$ cat src/rtl/cfgwin_pkg.sv
package cfgwin_pkg;
   localparam int BYTE_W   = 8;
   localparam int PTR_W    = 4;
   localparam int MAX_REGS = 1 << PTR_W;

   localparam logic [BYTE_W-1:0] LOCKOUT_READ = 8'h80;

   localparam int BIT_INIT = 7;
   localparam int BIT_MCE  = 6;
   localparam int BIT_TRD  = 5;
   localparam int BIT_RSV  = 4;

   typedef enum logic {
      LOC_CTRL = 1'b0,
      LOC_DATA = 1'b1
   } loc_e;
endpackage

$ cat src/rtl/cfgwin_init_seq.sv
module cfgwin_init_seq #(
   parameter int INIT_CYCLES = 16
) (
   input  logic clk,
   input  logic rst_n,
   output logic init_active
);
   localparam int CNT_W = $clog2(INIT_CYCLES + 1);
   localparam logic [CNT_W-1:0] LAST = CNT_W'(INIT_CYCLES);

   if (INIT_CYCLES < 1) begin : g_bad_init
      $error("INIT_CYCLES must be at least 1");
   end

   logic [CNT_W-1:0] cnt_q;

   always_ff @(posedge clk) begin
      if (!rst_n)             cnt_q <= '0;
      else if (cnt_q != LAST) cnt_q <= cnt_q + 1'b1;
   end

   assign init_active = (cnt_q != LAST);

   assert_init_once_R2: assert property (@(posedge clk) disable iff (!rst_n)
      !init_active |=> !init_active);
endmodule

$ cat src/rtl/cfgwin_bank.sv
module cfgwin_bank
   import cfgwin_pkg::*;
#(
   parameter int                NUM_REGS      = 16,
   parameter int                FMT_IDX       = 8,
   parameter int                IFC_IDX       = 9,
   parameter logic [BYTE_W-1:0] IFC_FREE_MASK = 8'h03
) (
   input  logic                             clk,
   input  logic                             rst_n,
   input  logic                             wr_en,
   input  logic [PTR_W-1:0]                 wr_ptr,
   input  logic [BYTE_W-1:0]                wr_data,
   input  logic                             mce,
   output logic [NUM_REGS-1:0][BYTE_W-1:0]  regs
);
   if (NUM_REGS < 2 || NUM_REGS > MAX_REGS) begin : g_bad_depth
      $error("NUM_REGS out of range");
   end
   if (FMT_IDX >= NUM_REGS || IFC_IDX >= NUM_REGS || FMT_IDX == IFC_IDX) begin : g_bad_idx
      $error("locked entry indices invalid");
   end

   for (genvar g = 0; g < NUM_REGS; g++) begin : g_entry
      localparam logic [PTR_W-1:0] MY_PTR = PTR_W'(g);
      logic [BYTE_W-1:0] wmask;

      if (g == FMT_IDX) begin : g_fmt
         assign wmask = mce ? '1 : '0;
      end else if (g == IFC_IDX) begin : g_ifc
         assign wmask = mce ? '1 : IFC_FREE_MASK;
      end else begin : g_free
         assign wmask = '1;
      end

      always_ff @(posedge clk) begin
         if (!rst_n)
            regs[g] <= '0;
         else if (wr_en && wr_ptr == MY_PTR)
            regs[g] <= (regs[g] & ~wmask) | (wr_data & wmask);
      end
   end

   assert_fmt_locked_R4: assert property (@(posedge clk) disable iff (!rst_n)
      (wr_en && wr_ptr == PTR_W'(FMT_IDX) && !mce) |=> $stable(regs[FMT_IDX]));

   assert_ifc_masked_R5: assert property (@(posedge clk) disable iff (!rst_n)
      (wr_en && wr_ptr == PTR_W'(IFC_IDX) && !mce)
      |=> ((regs[IFC_IDX] & ~IFC_FREE_MASK) == ($past(regs[IFC_IDX]) & ~IFC_FREE_MASK)));
endmodule

$ cat src/rtl/cfgwin_settle.sv
module cfgwin_settle #(
   parameter int SETTLE_TICKS = 128
) (
   input  logic clk,
   input  logic rst_n,
   input  logic start,
   input  logic abort,
   input  logic tick,
   output logic busy
);
   localparam int CNT_W = $clog2(SETTLE_TICKS + 1);
   localparam logic [CNT_W-1:0] FULL = CNT_W'(SETTLE_TICKS);

   if (SETTLE_TICKS < 1) begin : g_bad_settle
      $error("SETTLE_TICKS must be at least 1");
   end

   logic [CNT_W-1:0] cnt_q;

   always_ff @(posedge clk) begin
      if (!rst_n)                  cnt_q <= '0;
      else if (start)              cnt_q <= FULL;
      else if (abort)              cnt_q <= '0;
      else if (tick && cnt_q != 0) cnt_q <= cnt_q - 1'b1;
   end

   assign busy = (cnt_q != '0);

   assert_window_loaded_R9: assert property (@(posedge clk) disable iff (!rst_n)
      start |=> (cnt_q == FULL));
   assert_count_bounded_R9: assert property (@(posedge clk) disable iff (!rst_n)
      cnt_q <= FULL);
   assert_abort_clears_R11: assert property (@(posedge clk) disable iff (!rst_n)
      (abort && !start) |=> !busy);
endmodule

$ cat src/rtl/cfgwin_port.sv
module cfgwin_port
   import cfgwin_pkg::*;
#(
   parameter int                NUM_REGS       = 16,
   parameter int                FMT_IDX        = 8,
   parameter int                IFC_IDX        = 9,
   parameter int                LMUTE_IDX      = 6,
   parameter int                RMUTE_IDX      = 7,
   parameter logic [7:0]        IFC_FREE_MASK  = 8'h03,
   parameter int                INIT_CYCLES    = 16,
   parameter int                SETTLE_TICKS   = 128,
   parameter int                SAMPLE_W       = 16,
   parameter bit                SIGNED_SAMPLES = 1'b0
) (
   input  logic                clk,
   input  logic                rst_n,
   input  logic                host_addr,
   input  logic                host_wr,
   input  logic [7:0]          host_wdata,
   output logic [7:0]          host_rdata,
   input  logic                sample_tick,
   input  logic [SAMPLE_W-1:0] capture_in,
   output logic [SAMPLE_W-1:0] capture_out,
   output logic [1:0]          dac_mute,
   output logic                adc_mute,
   output logic                cal_busy,
   output logic                trd_req
);
   localparam int MUTE_BIT = BYTE_W - 1;

   if (LMUTE_IDX >= NUM_REGS || RMUTE_IDX >= NUM_REGS) begin : g_bad_mute
      $error("mute entry index out of range");
   end
   if (SAMPLE_W < 2) begin : g_bad_width
      $error("SAMPLE_W must be at least 2");
   end

   logic                             init_active;
   logic                             mce_q, trd_q;
   logic [PTR_W-1:0]                 ptr_q;
   logic [NUM_REGS-1:0][BYTE_W-1:0]  regs;
   logic                             ctrl_wr, data_wr;
   logic                             mce_exit, mce_entry;
   logic [BYTE_W-1:0]                sel_entry;
   logic [SAMPLE_W-1:0]              midscale;

   cfgwin_init_seq #(.INIT_CYCLES(INIT_CYCLES)) u_init (
      .clk(clk), .rst_n(rst_n), .init_active(init_active)
   );

   assign ctrl_wr = host_wr && !init_active && (loc_e'(host_addr) == LOC_CTRL);
   assign data_wr = host_wr && !init_active && (loc_e'(host_addr) == LOC_DATA);

   always_ff @(posedge clk) begin
      if (!rst_n) begin
         mce_q <= 1'b1;
         trd_q <= 1'b0;
         ptr_q <= '0;
      end else if (ctrl_wr) begin
         mce_q <= host_wdata[BIT_MCE];
         trd_q <= host_wdata[BIT_TRD];
         ptr_q <= host_wdata[PTR_W-1:0];
      end
   end

   assign mce_exit  = ctrl_wr &&  mce_q && !host_wdata[BIT_MCE];
   assign mce_entry = ctrl_wr && !mce_q &&  host_wdata[BIT_MCE];

   cfgwin_bank #(
      .NUM_REGS(NUM_REGS), .FMT_IDX(FMT_IDX), .IFC_IDX(IFC_IDX),
      .IFC_FREE_MASK(IFC_FREE_MASK)
   ) u_bank (
      .clk(clk), .rst_n(rst_n), .wr_en(data_wr), .wr_ptr(ptr_q),
      .wr_data(host_wdata), .mce(mce_q), .regs(regs)
   );

   cfgwin_settle #(.SETTLE_TICKS(SETTLE_TICKS)) u_settle (
      .clk(clk), .rst_n(rst_n), .start(mce_exit),
      .abort(mce_q || mce_entry), .tick(sample_tick), .busy(cal_busy)
   );

   always_comb begin
      sel_entry = '0;
      for (int i = 0; i < NUM_REGS; i++)
         if (ptr_q == PTR_W'(i)) sel_entry = regs[i];
   end

   always_comb begin
      if (init_active)
         host_rdata = LOCKOUT_READ;
      else if (loc_e'(host_addr) == LOC_CTRL) begin
         host_rdata          = '0;
         host_rdata[BIT_MCE] = mce_q;
         host_rdata[BIT_TRD] = trd_q;
         host_rdata[PTR_W-1:0] = ptr_q;
      end else
         host_rdata = sel_entry;
   end

   if (SIGNED_SAMPLES) begin : g_mid_signed
      assign midscale = '0;
   end else begin : g_mid_offset
      assign midscale = {1'b1, {(SAMPLE_W-1){1'b0}}};
   end

   assign capture_out = cal_busy ? midscale : capture_in;
   assign adc_mute    = cal_busy;
   assign dac_mute[0] = mce_q || cal_busy || regs[LMUTE_IDX][MUTE_BIT];
   assign dac_mute[1] = mce_q || cal_busy || regs[RMUTE_IDX][MUTE_BIT];
   assign trd_req     = trd_q;

   assert_lockout_read_R2: assert property (@(posedge clk) disable iff (!rst_n)
      init_active |-> (host_rdata == LOCKOUT_READ));
   assert_rsv_zero_R1: assert property (@(posedge clk) disable iff (!rst_n)
      (!init_active && loc_e'(host_addr) == LOC_CTRL) |-> !host_rdata[BIT_RSV]);
   assert_mce_mutes_R7: assert property (@(posedge clk) disable iff (!rst_n)
      mce_q |-> (dac_mute == 2'b11));
   assert_exit_busy_R9: assert property (@(posedge clk) disable iff (!rst_n)
      $fell(mce_q) |-> cal_busy);
   assert_settle_mid_R10: assert property (@(posedge clk) disable iff (!rst_n)
      cal_busy |-> (capture_out == midscale && adc_mute && dac_mute == 2'b11));
   assert_mce_no_busy_R11: assert property (@(posedge clk) disable iff (!rst_n)
      mce_q |-> !cal_busy);
endmodule

$ cat config.mk
export PLATFORM = sky130hd
export DESIGN_NAME = cfgwin_port
export DESIGN_NICKNAME = d
export VERILOG_FILES = /design/src/rtl/cfgwin_pkg.sv /design/src/rtl/cfgwin_init_seq.sv /design/src/rtl/cfgwin_bank.sv /design/src/rtl/cfgwin_settle.sv /design/src/rtl/cfgwin_port.sv
export SDC_FILE = /design/constraint.sdc
export NUM_CORES = 1
export LEC_CHECK = 0
export BUFFER_PORTS_ARGS = -buffer_cell sky130_fd_sc_hd__buf_2
export CAP_MARGIN = 20
export CORE_ASPECT_RATIO = 1.1
export CORE_MARGIN = 2
export CORE_UTILIZATION = 55
export CTS_BUF_LIST = sky130_fd_sc_hd__clkbuf_16
export DETAILED_ROUTE_END_ITERATION = 8
export PLACE_DENSITY = 0.72
export SYNTH_ARGS = -nofsm -noshare
export SYNTH_HDL_FRONTEND = slang
export SYNTH_SLANG_ARGS = --single-unit
$ cat constraint.sdc
create_clock -name clk -period 2.3 [get_ports clk]
set_input_delay 0.345 -clock clk [delete_from_list [all_inputs] [get_ports clk]]
set_output_delay 0.345 -clock clk [all_outputs]
set_load 0.005 [all_outputs]
Word-level counts from Yosys, hierarchy flattened:

Cells that the tools add are included.

* muxes and demuxes: 24
* bitwise gates (word level): 10
* add/sub/neg operators: 2
* equal/unequal tests: 16
* reduce and logical (&&, ||, !) cells: 35

Operators with widths (number)
* $mux W8: 23
* $and A8 B8 Y8: 4
* $eq A4 B4 Y1 const B: 8
* $logic_and A1 B1 Y1: 24
* $eq A4 B3 Y1 const B: 4
* $mux W16: 1
* $not A8 Y8: 2
* $or A8 B8 Y8: 2
* $eq A4 B2 Y1 const B: 2
* $reduce_bool A8 Y1: 1
* $sub A8 B1 Y8 const B: 1
* $add A5 B1 Y5 const B: 1
* $ne A5 B5 Y1 const B: 1
* $eq A4 B1 Y1 const B: 1
* $logic_not A4 Y1: 1
* $logic_or A1 B1 Y1: 4
* $logic_not A1 Y1: 3
* $reduce_bool A3 Y1: 1
* $reduce_or A3 Y1: 1
* $not A1 Y1: 2

* flip-flop bits (word level): 147
* input bits: 29
* logic and storage cells: 109
* output and inout port bits: 29

Longest topological paths before layout:

* depth in word-level cells: 19
* gate-level depth with buffers: 9
* depth with buffers taken out: 8

Modules after synthesis:

Synthesis repeated with hierarchy kept, for this count alone.

* cell total of the unflattened synthesis: 817
* area total of the unflattened synthesis: 7328.3 µm²

Modules (own cells, without submodules)
* cfgwin_bank: area an instance 4654.5 µm², instances 1, seq. area each 2562.5 µm², cells each 448
* cfgwin_port: area an instance 1938.1 µm², instances 1, seq. area each 120.1 µm², cells each 287
* cfgwin_settle: area an instance 471.7 µm², instances 1, seq. area each 160.2 µm², cells each 54
* cfgwin_init_seq: area an instance 264.0 µm², instances 1, seq. area each 100.1 µm², cells each 28

Worst setup path before layout:

OpenSTA, ideal clock, no wires.

* path type: register to output
* start point: register ptr_q[0]
* end point: output host_rdata[2]
* required time: 1955 ps
* stages on the path, launching flop included: 9
* path slack: 219 ps
* buffers on the path: 4
* arrival time: 1736 ps
* cell sequence: dfxtp_1 -> buf_2 -> buf_2 -> buf_2 -> buf_2 -> mux2i_1 -> o21ai_0 -> a221oi_1 -> a21oi_1

* cells in the longest elaborated chain, start to end: 19
* elaborated cells on any way between the ends: 34
* those cells by class: eq/ne: 15; mux: 18; reduce/logical: 1

Ends and longest elaborated chain
* start: declaration: line cfgwin_port.sv:40 `logic [PTR_W-1:0] ptr_q;`
* start signal: assignment: line cfgwin_port.sv:62 `ptr_q <= host_wdata[PTR_W-1:0];`
* $logic_not A4 Y1: line cfgwin_port.sv:85 `if (ptr_q == PTR_W'(i)) sel_entry = regs[i];`
* $mux W8 (15 in series): line cfgwin_port.sv:85
* $mux W8 (*): line cfgwin_port.sv:85
* $mux W8 (*): line cfgwin_port.sv:91 `else if (loc_e'(host_addr) == LOC_CTRL) begin`
* $mux W8 (*): line cfgwin_port.sv:89 `if (init_active)`
* end: declaration: line cfgwin_port.sv:20 `output logic [7:0] host_rdata,`

Mark *: on every way between the ends. The rest lies on a longest branch, timed or not.

Worst setup path in the final report:

* start point: register ptr_q[0]
* end point: output host_rdata[1]

Same word-level chain as after synthesis.

==> impl_metrics.py <==
metrics = {
    "global_routing": {
        "track_usage_pct": 31.6,
        "grt_max_degree": 104,
        "grt_pass1_wl_um": 35600,
        "grt_pass1_vias": 6654,
        "antenna_found_initial": 0,
        "grt_overflow_total": 0,
    },
    "worst_hold_path": {
        "worstHoldPathCells": 2,
        "hold_path.class": "primary input to flop",
    },
    "clocking": {
        "clk_latency_ps": 430,
        "cts_hold_buf": 0,
        "cts_sinks": 147,
        "cts_root_buf": "clkbuf_16",
        "cts_tree": "done",
        "cts-htree-levels": 4,
        "cts_buffers": 17,
        "clk_path_buf_depth": 2,
        "path_clk_slew_ps": 60,
    },
    "worst_setup_path": {
        "reg2regPathDepth": 8,
        "path_class": "flop to primary output",
        "required_ps": 1960,
        "critPathSlowestCell": "dfxtp_4",
        "crit_family": "compound AO/OA/AOI/OAI gates",
        "reg2reg_slack_ps": 110,
        "worst-path-buf-inv": 2,
        "cp_max_fo": 8,
        "critical_path_arrival_ps": 2200,
        "cp_cell_sequence": "buf_12, mux2_4, a22oi_2, o221ai_2, a41oi_2, o31ai_4, buf_2",
        "worst-path-stages": 7,
        "end_kind": "primary output",
        "startpoint_type": "flop",
        "cpPeakStageDelay_ps": 460,
    },
    "synth": {
        "synth_compound_area_share_pct": 16.9,
        "synth-simple-area-share_pct": 25.3,
        "syn_nets": 911,
        "ys_warn_count": 0,
        "synthTopCellsByArea": "dfxtp_1 39%, mux2i_1 9.7%, nand2_1 7.4%",
        "synth_top_family_by_area": "simple AND/OR/NAND/NOR gates",
        "synth.avg_cell_area_um2": 8.55,
        "synth_area_um2": 7520,
        "synthMuxAreaShare_pct": 12.6,
        "yosysSeqAreaShare_pct": 39.1,
        "synth_area_leader_cell": "dfxtp_1",
        "yosysTopAreaCellShare_pct": 39.1,
        "synth_xor_area_share_pct": 0.699,
        "synthFlopType": "dfxtp_1",
        "synth_cell_types": 65,
        "synthArstFlopShare_pct": 0,
        "ys_ff_latch": 147,
        "synth_cells": 879,
        "yosys.area_share.adder_pct": 0.499,
        "synth_edf_count": 0,
    },
    "sta": {
        "slew_viol_final": 0,
        "rsz0062_at_grt": "true",
        "fin_crit_sh_pct": 111,
        "skew_ps": 6.51,
        "worst_pin_slew_ps": 536,
        "hold_violations": 0,
        "hold_slack_ps": 189,
        "fin_crit_ps": 2550,
        "max_freq_mhz": 392,
        "setup_violations": 8,
        "finalWorstSetupSlack_ps": -248,
        "setup_tns_ps": -1780,
        "slew_headroom_pct": 64.3,
    },
    "layout": {
        "drive_gt1_share_pct": 25.4,
        "antenna_cells": 0,
        "final_cell_mix": "144 x nand2_1, 143 x dfxtp_1, 76 x nor2b_1",
        "post-route-util_pct": 71.2,
        "final_cells": 1150,
        "fin_nets": 985,
        "final_common_cell": "nand2_1",
        "synthToLayoutAreaGrowth_pct": 25.7,
    },
    "power": {
        "power_switching_mw": 1.26,
        "p_leak_nw": 3.24,
        "p_int_mw": 4.44,
        "clock_power_share_pct": 51.4,
        "pwr_density_cell_nw_per_um2": 602,
        "p_seq_share_pct": 44.9,
        "power_mw": 5.69,
        "vdd_ir_drop_max_mv": 0.472,
        "swShare_pct": 22.1,
        "combPwrFrac_pct": 3.7,
    },
    "place": {
        "dp_cells": 1097,
        "io_buffers": 57,
        "gp_congestion": 0.920,
        "dp_hpwl_um": 14700,
    },
    "detailed_routing": {
        "wirelength_um": 22800,
        "vias_per_cell": 6.02,
        "wl_per_cell_um": 19.9,
        "drc": 0,
        "drt_first_pass_iters": 5,
        "final_antenna_net_count": 0,
        "drt_iter0_drc": 660,
        "vias": 6919,
    },
    "floorplan": {
        "core_um2": 13300,
        "die_w_um": 115,
        "die_h_um": 127,
        "initial_core_util_pct": 56.7,
        "die_area_um2": 14600,
        "io_pins": 58,
        "rows": 44,
    },
    "status": {
        "status": "finished with violations",
        "violations": "negative setup slack",
    },
    "flow_run": {
        "cap_viol_max_count": 0,
    },
}
-- timing repair --
action,4_1_cts,5_1_grt
pin swaps,10,24
gates cloned,4,1
buffers inserted,8,8
endpoints found under the setup margin,8,30
gates resized for setup,40,51
-- power by group through the flow --
stage | combinational (mW) | sequential [mW] | clock (mW)
2_1_floorplan | 0.119 | 2.61 | 0
3_3_place_gp | 0.202 | 2.61 | 0
3_5_place_dp | 0.205 | 2.61 | 0
4_1_cts | 0.206 | 2.55 | 2.93
5_1_grt | 0.225 | 2.55 | 3.04
6_report | 0.211 | 2.55 | 2.93
-- registers in the layout, summed over array words and instances, names as in the netlist, named ones only --
| name | count |
|---|---|
| mce_q | 1 |
| ptr_q | 4 |
| trd_req | 1 |
| u_bank.regs | 114 |
| u_init.cnt_q | 5 |
| u_settle.cnt_q | 8 |
-- logic make-up after synthesis --
| family | Yosys count |
|---|---|
| xor+xnor | 6 |
| mux | 88 |
| flops | 147 |
| fa+ha+maj | 3 |
| simple gates | 361 |
| buf+inv | 90 |
| compound gates | 184 |
-- per-stage QoR --
stage / area, um^2 / setup slack [ps]
after CTS: 9140 / -237
after detailed placement: 8180 / -25.4
after global placement: 8180 / 50.5
after global routing: 9450 / -295
final: 9450 / -248
after floorplan: 7520 / 219
-- final timing paths --
path	startpoint	end
setup / recovery	ptr_q[0]	host_rdata[1]
setup reg to reg	u_init.cnt_q[0]	u_bank.regs[51]
hold reg to reg	u_bank.regs[48]	u_bank.regs[48]
hold / removal	sample_tick	u_settle.cnt_q[1]
-- cell usage after synthesis (all sizes together) (2+ instances only) --
cell / number
a21boi: 69
o31ai: 3
xnor2: 4
ha: 3
and3: 5
nand3b: 3
nand4: 3
o211ai: 3
a21o: 3
dfxtp: 147
a31oi: 5
or2: 2
a22oi: 9
mux4: 4
nor3: 8
clkbuf: 49
o221ai: 4
or3: 2
o32ai: 2
nor2: 27
nor3b: 3
a21oi: 25
o21ai: 27
o22a: 2
nor2b: 79
nand2b: 10
o2111ai: 3
a221oi: 3
mux2: 11
o22ai: 10
nor4: 5
and2: 21
nand3: 36
inv: 15
o2bb2ai: 2
buf: 26
xor2: 2
a32oi: 5
a22o: 2
mux2i: 73
nand2: 148
-- cell type report --
class,instances,area (um^2)
Clock inverter,15,190
Fill cell,941,3820
Timing Repair Buffer,130,1060
Multi-Input combinational cell,642,4530
Inverter,15,56.3
Sequential cell,147,2950
Tap cell,184,230
Clock buffer,17,425
-- layer usage --
| metal | global-route usage [%] | share of wire (%) | up-vias |
|---|---|---|---|
| li1 | - | - | 3193 |
| met1 | 40.9 | 41 | 3320 |
| met2 | 50.2 | 47 | 325 |
| met3 | 6.50 | 7.3 | 81 |
| met4 | 15.5 | 4.5 | 0 |
| met5 | 0 | 0 | - |
Note: power is estimated with default switching activity, not from simulation.
